<file path="config.mk">
export PLATFORM = sky130hd
export DESIGN_NAME = acc_datapath
export DESIGN_NICKNAME = d
export VERILOG_FILES = /design/src/rtl/acc_dp_pkg.sv /design/src/rtl/acc_decode.sv /design/src/rtl/acc_alu.sv /design/src/rtl/acc_datapath.sv
export SDC_FILE = /design/constraint.sdc
export NUM_CORES = 1
export LEC_CHECK = 0
export CAP_MARGIN = 20
export CORE_ASPECT_RATIO = 0.8
export CORE_MARGIN = 8
export CORE_UTILIZATION = 56
export DETAILED_ROUTE_END_ITERATION = 7
export GPL_ROUTABILITY_DRIVEN = 0
export PLACE_DENSITY = 0.8
export SLEW_MARGIN = 30
export SYNTH_ARGS = -nofsm -noshare
export SYNTH_HDL_FRONTEND = slang
export SYNTH_HIERARCHICAL = 1
export SYNTH_SLANG_ARGS = --single-unit
</file>
<file path="constraint.sdc">
create_clock -name clk -period 3.31 [get_ports clk]
set_clock_uncertainty 0.2 [all_clocks]
set_input_delay 0.8275 -clock clk [delete_from_list [all_inputs] [get_ports clk]]
set_output_delay 0.8275 -clock clk [all_outputs]
set_load 0.05 [all_outputs]
</file>
<file path="src/rtl/acc_dp_pkg.sv">
package acc_dp_pkg;

  localparam int CODE_W = 4;

  localparam logic [CODE_W-1:0] C_LDI = 4'd1;
  localparam logic [CODE_W-1:0] C_A2R = 4'd2;
  localparam logic [CODE_W-1:0] C_STR = 4'd3;
  localparam logic [CODE_W-1:0] C_STA = 4'd4;
  localparam logic [CODE_W-1:0] C_LDR = 4'd5;
  localparam logic [CODE_W-1:0] C_LDA = 4'd6;
  localparam logic [CODE_W-1:0] C_ADD = 4'd7;
  localparam logic [CODE_W-1:0] C_IOR = 4'd8;
  localparam logic [CODE_W-1:0] C_IAND = 4'd9;
  localparam logic [CODE_W-1:0] C_INV = 4'd10;

  typedef enum logic [1:0] {ASRC_KEEP, ASRC_IN, ASRC_ALU} a_src_e;
  typedef enum logic [1:0] {RSRC_KEEP, RSRC_IN, RSRC_ACC} r_src_e;
  typedef enum logic [1:0] {OSRC_KEEP, OSRC_REG, OSRC_ACC} o_src_e;
  typedef enum logic [1:0] {ALU_ADD, ALU_OR, ALU_AND, ALU_INV} alu_op_e;

  typedef struct packed {
    a_src_e  a_src;
    alu_op_e alu_op;
    r_src_e  r_src;
    o_src_e  o_src;
  } ctrl_t;

endpackage

</file>
<file path="src/rtl/acc_decode.sv">
module acc_decode
  import acc_dp_pkg::*;
(
  input  logic              valid,
  input  logic [CODE_W-1:0] code,
  output ctrl_t             ctrl
);
  always_comb begin
    ctrl = '{a_src: ASRC_KEEP, alu_op: ALU_ADD, r_src: RSRC_KEEP, o_src: OSRC_KEEP};
    if (valid) begin
      case (code)
        C_LDI, C_LDA: ctrl.a_src = ASRC_IN;
        C_A2R:        ctrl.r_src = RSRC_ACC;
        C_LDR:        ctrl.r_src = RSRC_IN;
        C_STR:        ctrl.o_src = OSRC_REG;
        C_STA:        ctrl.o_src = OSRC_ACC;
        C_ADD:        begin ctrl.a_src = ASRC_ALU; ctrl.alu_op = ALU_ADD; end
        C_IOR:        begin ctrl.a_src = ASRC_ALU; ctrl.alu_op = ALU_OR;  end
        C_IAND:       begin ctrl.a_src = ASRC_ALU; ctrl.alu_op = ALU_AND; end
        C_INV:        begin ctrl.a_src = ASRC_ALU; ctrl.alu_op = ALU_INV; end
        default:      ctrl.a_src = ASRC_KEEP;
      endcase
    end
  end
endmodule

</file>
<file path="src/rtl/acc_alu.sv">
module acc_alu
  import acc_dp_pkg::*;
#(
  parameter int W = 8
) (
  input  logic [W-1:0] acc,
  input  logic [W-1:0] reg_v,
  input  alu_op_e      op,
  output logic [W-1:0] y
);
  logic [W-1:0] sum;
  logic [W-1:0] bit_or;
  logic [W-1:0] bit_and;
  logic [W-1:0] bit_inv;

  assign sum = acc + reg_v;

  for (genvar i = 0; i < W; i++) begin : g_bit
    assign bit_or[i]  = acc[i] | reg_v[i];
    assign bit_and[i] = acc[i] & reg_v[i];
    assign bit_inv[i] = ~acc[i];
  end

  always_comb begin
    case (op)
      ALU_ADD: y = sum;
      ALU_OR:  y = bit_or;
      ALU_AND: y = bit_and;
      default: y = bit_inv;
    endcase
  end
endmodule

</file>
<file path="src/rtl/acc_datapath.sv">
module acc_datapath
  import acc_dp_pkg::*;
#(
  parameter int W = 8
) (
  input  logic              clk,
  input  logic              rst,
  input  logic              instr_valid,
  input  logic [CODE_W-1:0] instr_code,
  input  logic [W-1:0]      in_data,
  output logic [W-1:0]      out_data
);
  ctrl_t        ctrl;
  logic [W-1:0] a_q;
  logic [W-1:0] r_q;
  logic [W-1:0] alu_y;

  acc_decode u_dec (
    .valid (instr_valid),
    .code  (instr_code),
    .ctrl  (ctrl)
  );

  acc_alu #(.W(W)) u_alu (
    .acc   (a_q),
    .reg_v (r_q),
    .op    (ctrl.alu_op),
    .y     (alu_y)
  );

  always_ff @(posedge clk) begin
    if (rst) begin
      a_q      <= '0;
      r_q      <= '0;
      out_data <= '0;
    end else begin
      case (ctrl.a_src)
        ASRC_IN:  a_q <= in_data;
        ASRC_ALU: a_q <= alu_y;
        default:  a_q <= a_q;
      endcase
      case (ctrl.r_src)
        RSRC_IN:  r_q <= in_data;
        RSRC_ACC: r_q <= a_q;
        default:  r_q <= r_q;
      endcase
      case (ctrl.o_src)
        OSRC_REG: out_data <= r_q;
        OSRC_ACC: out_data <= a_q;
        default:  out_data <= out_data;
      endcase
    end
  end
endmodule

</file>
==> impl_metrics.py <==
metrics = {
    "run_status": {
        "status": "finished, final reports clean",
    },
    "hold_path": {
        "min_to": "out_data[1]",
        "hold_class": "reg -> reg",
        "whs_path_depth": 2,
        "hp-start": "out_data[1]",
    },
    "synth": {
        "synth_top_area_share_pct": 24.2,
        "syn-num-nets": 255,
        "syn_area_um2": 1990,
        "avgSynthCellArea_um2": 9.13,
        "muxShareOfSynthArea_pct": 16.6,
        "synthArstFlopShare_pct": 0,
        "synth-main-ff-cell": "dfxtp_1",
        "synth_top_area_cell": "dfxtp_1",
        "synth-adder-area-share_pct": 14.2,
        "synthTopCellsByCount": "nor2b_1, a211oi_1, dfxtp_1, mux2i_1, inv_1",
        "synth_edf_count": 0,
        "yosys_warnings": 6,
        "synth-xor-area-share_pct": 3.08,
        "synth_top_family_by_area": "compound AO/OA/AOI/OAI gates",
        "post-synth-top-count-cell": "nor2b_1",
        "synth.area.top_cells": "dfxtp_1, ha_1, mux2i_1",
        "synthSimpleGateAreaFrac_pct": 15.7,
        "synth-seq-cells": 24,
        "yosysUniqueCellTypes": 37,
        "ys_seq_area_share_pct": 24.2,
        "syn_inst": 218,
        "synth_compound_gate_area_share_pct": 17.0,
    },
    "cells_and_area": {
        "drive_above_1_share_pct": 8.05,
        "fin_area_um2": 2260,
        "num-nets-final": 274,
        "n_antenna_cell": 0,
        "syn_to_final_growth_pct": 13.6,
        "fillerInstances": 294,
    },
    "detailed_routing": {
        "drt_iter0_drc": 142,
        "drc": 0,
        "first_pass_iters": 4,
        "post_drt_wl_per_cell_um": 14.9,
        "routed_wl_um": 4130,
        "via_count": 1583,
        "post_drt_via_cell_ratio": 5.69,
        "final_antenna_net_count": 0,
    },
    "clock_network": {
        "cts.sinks": 24,
        "cts_root_buffer": "clkbuf_8",
        "insertion_delay_ps": 270,
        "cts_tree": "done",
        "cts_max_level": 1,
        "clk_pin_slew_ps": 80,
        "cts_setup_buffers": 0,
        "cts_buffers": 3,
        "clk_path_buf_depth": 2,
        "hold_buffers": 0,
        "cts_resized": 0,
    },
    "setup_path": {
        "arrival_ps": 2830,
        "cp_max_fo": 9,
        "r2r-end": "a_q[6]",
        "cp_top_family": "buffers and inverters",
        "crit_type": "in -> reg",
        "rrSetupSlack_ps": 730,
        "cpPeakStageDelay_ps": 550,
        "reg2reg_from": "a_q[0]",
        "start_kind": "input pin",
        "end_kind": "flop",
        "path_buf_inv": 2,
        "critPathSlowestCell": "clkdlybuf4s50_1",
        "worstPathCellList": "clkdlybuf4s50_1, or3b_1, a21oi_1, inv_1, ha_1, nor2b_1, a211oi_1",
        "reg2regPathDepth": 9,
        "crit_required_ps": 3280,
    },
    "global_routing": {
        "grt_max_degree": 25,
        "grt_pass1_vias": 1484,
        "grt_antenna_before_repair": 0,
        "track_usage_pct": 15.3,
        "grt_pass1_wl_um": 7050,
        "grt-ovfl-total": 0,
    },
    "placement": {
        "dpl.hpwl_um": 3400,
        "port_buffers": 22,
        "placed_area_um2": 2210,
    },
    "sta": {
        "rsz0062_at_grt": "false",
        "layout_min_cycle_time_ps": 2870,
        "fmax_mhz": 349,
        "finalSetupViolations": 0,
        "finalHoldViolations": 0,
        "max_slew.worst_pin.slew_ps": 852,
        "fin_crit_sh_pct": 86.6,
        "finalMaxSlewViolations": 0,
        "slew_headroom_pct": 43.0,
        "finalSetupTns_ps": 0,
    },
    "die": {
        "die_w_um": 82.6,
        "die_area_um2": 5730,
        "core_um2": 3420,
        "start_util_pct": 58.1,
        "rows": 19,
        "ios": 23,
        "die_y_um": 69.3,
    },
    "power_and_ir_drop": {
        "leakage_nw": 0.831,
        "power.density_nw_per_um2": 310,
        "ir_worst_vdd_uv": 156,
    },
    "flow_run": {
        "cap_violations": 0,
    },
}
-- placed cells by master (no fill, tap or decap), types with 5 or more instances in the layout --
| cell type | n |
|---|---|
| nor2b_1 | 26 |
| nand2_1 | 7 |
| mux2i_1 | 24 |
| clkdlybuf4s50_1 | 22 |
| a21oi_1 | 7 |
| dfxtp_1 | 24 |
| ha_1 | 21 |
| o21ai_0 | 5 |
| inv_1 | 23 |
| a211oi_1 | 25 |
-- worst register-to-register path, cell delays in order (launching register included) --
cell      delay, ps
dfxtp_1         380
ha_1            270
fa_1            440
a211oi_1        260
o21bai_1        100
a21oi_1         180
xor2_1           90
o31ai_1         220
mux2i_1         120
a211oi_1        230
-- kinds of logic (layout without fill, tap and decap cells) --
logic type | after synthesis | count (layout)
muxes | 28 | 28
buffers and inverters | 38 | 56
and+or+nand+nor | 50 | 50
xor gates and xnor gates | 7 | 7
adders and majority gates | 22 | 22
AOI/OAI and AO/OA | 49 | 49
DFF | 24 | 24
-- worst max-delay path by stage --
stage                       start  endpoint  slack, ps  cells past startpoint
detailed placement  instr_code[1]    a_q[2]        180                      7
global placement    instr_code[1]    a_q[1]        290                      7
finish              instr_code[1]    a_q[5]        440                      7
CTS                 instr_code[1]    a_q[5]        460                      7
floorplan           instr_code[0]    a_q[6]        760                     10
global route        instr_code[1]    a_q[3]        270                      7
-- routing by layer --
layer / track usage, % / vias to the layer above / part of all wire, %
met2: 22.4 / 37 / 45
met5: 0 / - / 0
met3: 2.20 / 9 / 6.2
li1: - / 804 / -
met1: 21.3 / 733 / 47
met4: 6.88 / 0 / 2.1
-- where the power goes --
part           total, W  internal [W]  switching (W)
Clock          0.000199      0.000106      0.0000929
Combinational  0.000176     0.0000845      0.0000912
Sequential     0.000326      0.000305      0.0000219
Total          0.000702      0.000495       0.000206
-- area by class of cell --
type                       count  area (um^2)  share of cell area (%)
inverter                      26         97.6                    4.32
multi-input combinational    156         1330                    58.6
timing repair buffer          26          250                    11.1
tap                           42         52.6                    2.32
clock buffer                   4         55.1                    2.43
sequential                    24          480                    21.3
-- metrics by stage --
| step | util, % | instances | total power (W) | setup slack [ps] | hold slack (ps) |
|---|---|---|---|---|---|
| CTS | 66.0 | 278 | 0.000703 | 462 | 317 |
| finish | 66.0 | 278 | 0.000702 | 444 | 312 |
| floorplan | - | 218 | 0.000454 | 762 | 313 |
| global placement | 64.4 | 274 | 0.000500 | 290 | 306 |
| detailed placement | 64.4 | 274 | 0.000509 | 181 | 302 |
| global route | 66.0 | 278 | 0.000740 | 268 | 333 |
-- sequential cells by signal (all words and copies together), names as in the netlist --
| register | cells |
|---|---|
| out_data | 8 |
| a_q | 8 |
| r_q | 8 |
Note: power is estimated with default switching activity, not from simulation.
